--- config.mk ---
export PLATFORM = sky130hd
export DESIGN_NAME = useq_top
export DESIGN_NICKNAME = d
export VERILOG_FILES = /design/src/rtl/useq_pkg.sv /design/src/rtl/useq_store.sv /design/src/rtl/useq_opmap.sv /design/src/rtl/useq_nextaddr.sv /design/src/rtl/useq_top.sv
export SDC_FILE = /design/constraint.sdc
export NUM_CORES = 1
export LEC_CHECK = 0
export ABC_AREA = 1
export BUFFER_PORTS_ARGS = -buffer_cell sky130_fd_sc_hd__buf_2
export CORE_MARGIN = 1.5
export CORE_UTILIZATION = 40
export CTS_CLUSTER_DIAMETER = 150
export DETAILED_ROUTE_END_ITERATION = 10
export GPL_TIMING_DRIVEN = 0
export PLACE_DENSITY = 0.74
export SYNTH_ARGS = -nofsm -noshare
export SYNTH_HDL_FRONTEND = slang
export SYNTH_SLANG_ARGS = --single-unit
export TNS_END_PERCENT = 1
--- constraint.sdc ---
create_clock -name clk -period 2.3 [get_ports clk]
set_clock_uncertainty 0.1 [all_clocks]
set_input_delay 0.46 -clock clk [delete_from_list [all_inputs] [get_ports clk]]
set_output_delay 0.46 -clock clk [all_outputs]
set_load 0.1 [all_outputs]
--- src/rtl/useq_pkg.sv ---
package useq_pkg;

   typedef enum logic [2:0] {
      JT_NEXT  = 3'd0,
      JT_SPIN  = 3'd1,
      JT_FETCH = 3'd2,
      JT_DISP  = 3'd3,
      JT_FEQZ  = 3'd4,
      JT_FNEZ  = 3'd5,
      JT_RSV6  = 3'd6,
      JT_RSV7  = 3'd7
   } jump_e;

   typedef enum logic [2:0] {
      GRP_ALU  = 3'd0,
      GRP_LOAD = 3'd1,
      GRP_BEQZ = 3'd2,
      GRP_BNEZ = 3'd3,
      GRP_JUMP = 3'd4,
      GRP_ILL  = 3'd5
   } group_e;

   localparam int JT_W = 3;

   // entry points of the test microprogram
   localparam int ENT_FETCH = 0;
   localparam int ENT_ALU   = 4;
   localparam int ENT_LOAD  = 7;
   localparam int ENT_BEQZ  = 11;
   localparam int ENT_BNEZ  = 14;
   localparam int ENT_JUMP  = 17;
   localparam int ENT_ILL   = 21;
   localparam int PROG_LEN  = 22;

endpackage

--- src/rtl/useq_store.sv ---
module useq_store
   import useq_pkg::*;
#(
   parameter int UPC_W  = 6,
   parameter int CTRL_W = 17
) (
   input  logic              clk,
   input  logic              rst_n,
   input  logic [UPC_W-1:0]  rd_addr,
   output logic [CTRL_W-1:0] ctrl,
   output logic [JT_W-1:0]   jt,
   output logic [UPC_W-1:0]  abs_addr
);

   localparam int DEPTH  = 1 << UPC_W;
   localparam int WORD_W = CTRL_W + JT_W + UPC_W;

   function automatic logic [WORD_W-1:0] entry(input int a);
      logic [CTRL_W-1:0] c;
      jump_e             j;
      logic [UPC_W-1:0]  t;
      c = '0;
      c[UPC_W-1:0] = UPC_W'(a);
      c[CTRL_W-1]  = 1'b1;
      t = UPC_W'(ENT_FETCH);
      case (a)
         0:  j = JT_NEXT;
         1:  j = JT_SPIN;
         2:  j = JT_NEXT;
         3:  j = JT_DISP;
         4:  j = JT_NEXT;
         5:  j = JT_NEXT;
         6:  j = JT_FETCH;
         7:  j = JT_NEXT;
         8:  j = JT_NEXT;
         9:  j = JT_SPIN;
         10: j = JT_FETCH;
         11: j = JT_FNEZ;
         12: j = JT_NEXT;
         13: j = JT_FETCH;
         14: j = JT_FEQZ;
         15: j = JT_NEXT;
         16: j = JT_FETCH;
         17: j = JT_NEXT;
         18: j = JT_RSV6;
         19: j = JT_RSV7;
         20: j = JT_FETCH;
         default: j = JT_FETCH;
      endcase
      return {c, j, t};
   endfunction

   logic [WORD_W-1:0] rom [DEPTH];
   logic [WORD_W-1:0] word_q;

   for (genvar g = 0; g < DEPTH; g++) begin : g_rom
      assign rom[g] = entry(g);
   end

   always_ff @(posedge clk or negedge rst_n) begin
      if (!rst_n) word_q <= rom[ENT_FETCH];
      else        word_q <= rom[rd_addr];
   end

   assign {ctrl, jt, abs_addr} = word_q;

endmodule

--- src/rtl/useq_opmap.sv ---
module useq_opmap
   import useq_pkg::*;
#(
   parameter int OP_W  = 6,
   parameter int UPC_W = 6
) (
   input  logic [OP_W-1:0]  opcode,
   output logic [UPC_W-1:0] disp_addr
);

   group_e grp;

   always_comb begin
      if (opcode == OP_W'(6'h00) || opcode[OP_W-1:3] == 3'b001) grp = GRP_ALU;
      else if (opcode == OP_W'(6'h23))                           grp = GRP_LOAD;
      else if (opcode == OP_W'(6'h04))                           grp = GRP_BEQZ;
      else if (opcode == OP_W'(6'h05))                           grp = GRP_BNEZ;
      else if (opcode == OP_W'(6'h02))                           grp = GRP_JUMP;
      else                                                       grp = GRP_ILL;
   end

   always_comb begin
      case (grp)
         GRP_ALU:  disp_addr = UPC_W'(ENT_ALU);
         GRP_LOAD: disp_addr = UPC_W'(ENT_LOAD);
         GRP_BEQZ: disp_addr = UPC_W'(ENT_BEQZ);
         GRP_BNEZ: disp_addr = UPC_W'(ENT_BNEZ);
         GRP_JUMP: disp_addr = UPC_W'(ENT_JUMP);
         default:  disp_addr = UPC_W'(ENT_ILL);
      endcase
   end

endmodule

--- src/rtl/useq_nextaddr.sv ---
module useq_nextaddr
   import useq_pkg::*;
#(
   parameter int UPC_W = 6
) (
   input  logic [UPC_W-1:0] upc,
   input  logic [JT_W-1:0]  jt,
   input  logic [UPC_W-1:0] abs_addr,
   input  logic [UPC_W-1:0] disp_addr,
   input  logic             busy,
   input  logic             zero,
   output logic [UPC_W-1:0] nxt
);

   logic [UPC_W-1:0] inc;
   jump_e            code;

   assign inc  = upc + 1'b1;
   assign code = jump_e'(jt);

   always_comb begin
      case (code)
         JT_SPIN:  nxt = busy ? upc : inc;
         JT_FETCH: nxt = abs_addr;
         JT_DISP:  nxt = disp_addr;
         JT_FEQZ:  nxt = zero ? abs_addr : inc;
         JT_FNEZ:  nxt = zero ? inc : abs_addr;
         default:  nxt = inc;
      endcase
   end

endmodule

--- src/rtl/useq_top.sv ---
module useq_top
   import useq_pkg::*;
#(
   parameter int OP_W   = 6,
   parameter int UPC_W  = 6,
   parameter int CTRL_W = 17
) (
   input  logic              clk,
   input  logic              rst_n,
   input  logic [OP_W-1:0]   opcode,
   input  logic              busy,
   input  logic              zero,
   output logic [UPC_W-1:0]  upc,
   output logic [CTRL_W-1:0] ctrl
);

   localparam int DEPTH = 1 << UPC_W;

   if (DEPTH < PROG_LEN) begin : g_bad_upc
      $error("UPC_W too small for the test microprogram");
   end
   if (OP_W != 6) begin : g_bad_op
      $error("op-group map expects a 6-bit opcode");
   end
   if (CTRL_W <= UPC_W) begin : g_bad_ctrl
      $error("CTRL_W must exceed UPC_W");
   end

   logic [UPC_W-1:0] upc_q;
   logic [UPC_W-1:0] nxt;
   logic [UPC_W-1:0] disp_addr;
   logic [UPC_W-1:0] cur_abs;
   logic [JT_W-1:0]  cur_jt;

   useq_store #(.UPC_W(UPC_W), .CTRL_W(CTRL_W)) u_store (
      .clk      (clk),
      .rst_n    (rst_n),
      .rd_addr  (nxt),
      .ctrl     (ctrl),
      .jt       (cur_jt),
      .abs_addr (cur_abs)
   );

   useq_opmap #(.OP_W(OP_W), .UPC_W(UPC_W)) u_opmap (
      .opcode    (opcode),
      .disp_addr (disp_addr)
   );

   useq_nextaddr #(.UPC_W(UPC_W)) u_next (
      .upc       (upc_q),
      .jt        (cur_jt),
      .abs_addr  (cur_abs),
      .disp_addr (disp_addr),
      .busy      (busy),
      .zero      (zero),
      .nxt       (nxt)
   );

   always_ff @(posedge clk or negedge rst_n) begin
      if (!rst_n) upc_q <= UPC_W'(ENT_FETCH);
      else        upc_q <= nxt;
   end

   assign upc = upc_q;

endmodule

==> impl_metrics.py <==
metrics = {
    "run_status": {
        "status": "finished, final reports clean",
    },
    "grt": {
        "grt_first_pass_wirelength_um": 3260,
        "top_usage_layer": "met2",
        "grt_max_degree": 10,
        "grt_pass1_vias": 792,
        "use_met2": 0.256,
        "gr-usage-met3": 0.0194,
        "overflow": 0,
        "grt_usage": 0.157,
        "met1_usage": 0.204,
        "grt_antenna_before_repair": 0,
    },
    "synth": {
        "synthDominantCellAreaShare": 0.217,
        "synth_top_cell_by_area": "dfrtp_1",
        "syn_area_per_cell_um2": 6.40,
        "yosysSeqAreaShare": 0.217,
        "synth_cells": 162,
        "postSynth.topFlopCell": "dfrtp_1",
        "synth_area_leaders": "dfrtp_1 (22%), buf_4 (13%), nand2_1 (13%)",
        "ys_seq_elements": 9,
        "syn-cell-area_um2": 1040,
        "ys_top_cells_by_count": "nand2_1 (35), nor2_1 (21), inv_1 (20)",
        "ys_warn_count": 0,
        "synth_most_common_cell": "nand2_1",
        "synth-edff-count": 0,
        "async_reset_ff_frac": 1.00,
        "ys_types": 29,
    },
    "placement": {
        "dpl_cell_area_um2": 1210,
        "dp_hpwl_um": 1690,
        "port_buffers": 20,
        "pre_cts_ws_ns": 0.418,
        "gp_congestion": 0.863,
    },
    "route": {
        "ant_nets": 0,
        "routed_wl_um": 1960,
        "initialDrtViolationCount": 20,
        "post_drt_via_cell_ratio": 4.40,
        "wl_per_cell_um": 8.69,
        "dr.pass1.iters": 4,
        "vias": 995,
        "drcViolationCount": 0,
    },
    "final_layout": {
        "finalInstanceArea_um2": 1250,
        "diodes": 0,
        "layout-drive-gt1-share": 0.357,
        "finish.utilization": 0.508,
        "syn2layout_area_growth_pct": 20.3,
        "fin_nets": 208,
    },
    "sta": {
        "rsz0062_at_grt": "false",
        "hold_violations": 0,
        "min_period_ns": 1.87,
        "timing.setup.tns_ns": 0,
        "max_freq_ghz": 0.535,
        "setup_viol": 0,
        "period_share": 0.813,
        "worst_slack_ns": 0.430,
        "finalMaxSlewViolations": 0,
    },
    "die": {
        "ios": 33,
        "die_h_um": 53.9,
        "core.rowCount": 18,
        "initial_utilization": 0.422,
        "die_x_um": 53.9,
        "dieArea_um2": 2900,
        "core_area_um2": 2450,
    },
    "critical_path": {
        "r2r_start": "upc[0]",
        "crit_path_end_kind": "register",
        "crit_required_ns": 2.34,
        "cp_max_fo": 7,
        "r2r_cells": 11,
        "worst-setup-path-type": "reg -> reg",
        "r2r_end": "u_store.word_q[7]",
        "arrival_ns": 1.91,
        "cp-endpoint": "u_store.word_q[7]",
        "critPathLaunchType": "register",
        "ff2ff_setup_slack_ns": 0.43,
        "setup.worst_path.start": "upc[0]",
    },
    "cts": {
        "cts_buffers": 3,
        "cts_tree": "done",
        "clk_pin_slew_worst_paths_ns": 0.06,
        "root_buffer": "clkbuf_4",
        "postCtsSetupBuffers": 0,
        "cts_buffer_depth": 2,
        "clk-insertion-delay-late_ns": 0.25,
        "clock_sinks": 9,
        "h-tree-depth": 1,
    },
    "run": {
        "drv_cap": 0,
    },
    "worst_hold_path": {
        "min_path_type": "in -> async",
    },
}
## through the flow
stage          instances  hold slack [ns]
4_1_cts              226            0.488
2_1_floorplan        171           0.0644
6_report             226            0.479
3_3_place_gp         221            0.214
3_5_place_dp         221            0.216
5_1_grt              226            0.493
## what timing repair did
| item | in CTS | in global routing |
|---|---|---|
| hold endpoints to repair | 9 | 0 |
| resized for setup | 0 | 0 |
| hold buffers | 1 | 0 |
| setup endpoints to repair | 0 | 0 |
## per-layer routing
metal,wire [um],vias to the layer above,part of all wire
met5,0,-,0
met4,19,0,0.0097
met3,86,4,0.044
met2,916,22,0.47
met1,941,432,0.48
li1,-,537,-
## layout by cell type, fill, tap and decap left out, types with 5 or more instances in the layout
cell type,count
inv_1,20
nor2_2,6
buf_4,18
a21oi_1,5
nand2_2,6
buf_2,20
conb_1,11
nor2_1,21
nand3_1,12
nand2_1,35
dfrtp_1,7
## worst max-delay path: stages (launching register included)
cell	delay (ns)
dfrtp_2	0.45
ha_1	0.23
inv_1	0.05
nand2_1	0.04
nand2_1	0.07
inv_1	0.06
nand3_1	0.09
nand4_1	0.15
nor2_1	0.20
nand3_1	0.09
a21oi_1	0.15
nand2_1	0.07
## area by class of cell
cell class                      instances  area [um^2]
Fill cell                             262         1210
Multi-Input combinational cell        118          609
Sequential cell                         9          228
Buffer                                 18          135
Timing Repair Buffer                   21          110
Inverter                               26          100
Tap cell                               30         37.5
Clock buffer                            4         26.3
## kinds of logic after synthesis
kind of cell / after synthesis / share of synthesized area
flip-flops: 9 / 0.217
adder cells (fa/ha/maj): 1 / 0.0121
other: 2 / 0.00725
buffers and inverters: 44 / 0.227
AO/OA/AOI/OAI: 14 / 0.0845
XOR/XNOR: 2 / 0.0242
AND/OR/NAND/NOR: 90 / 0.428
## registers in the layout, indices dropped and copies added (netlist names)
signal,cells
upc,5
u_store.word_q,4
## worst min path at each step
| stage | start | end |
|---|---|---|
| after floorplan | rst_n | u_store.word_q[14] |
| after detailed placement | rst_n | upc[4] |
| after global routing | rst_n | u_store.word_q[6] |
| final | rst_n | u_store.word_q[6] |
| after CTS | rst_n | u_store.word_q[6] |
| after global placement | rst_n | upc[4] |
Power is not shown: default switching activity piles up to over one toggle a cycle in this logic, so the estimate is an artifact.
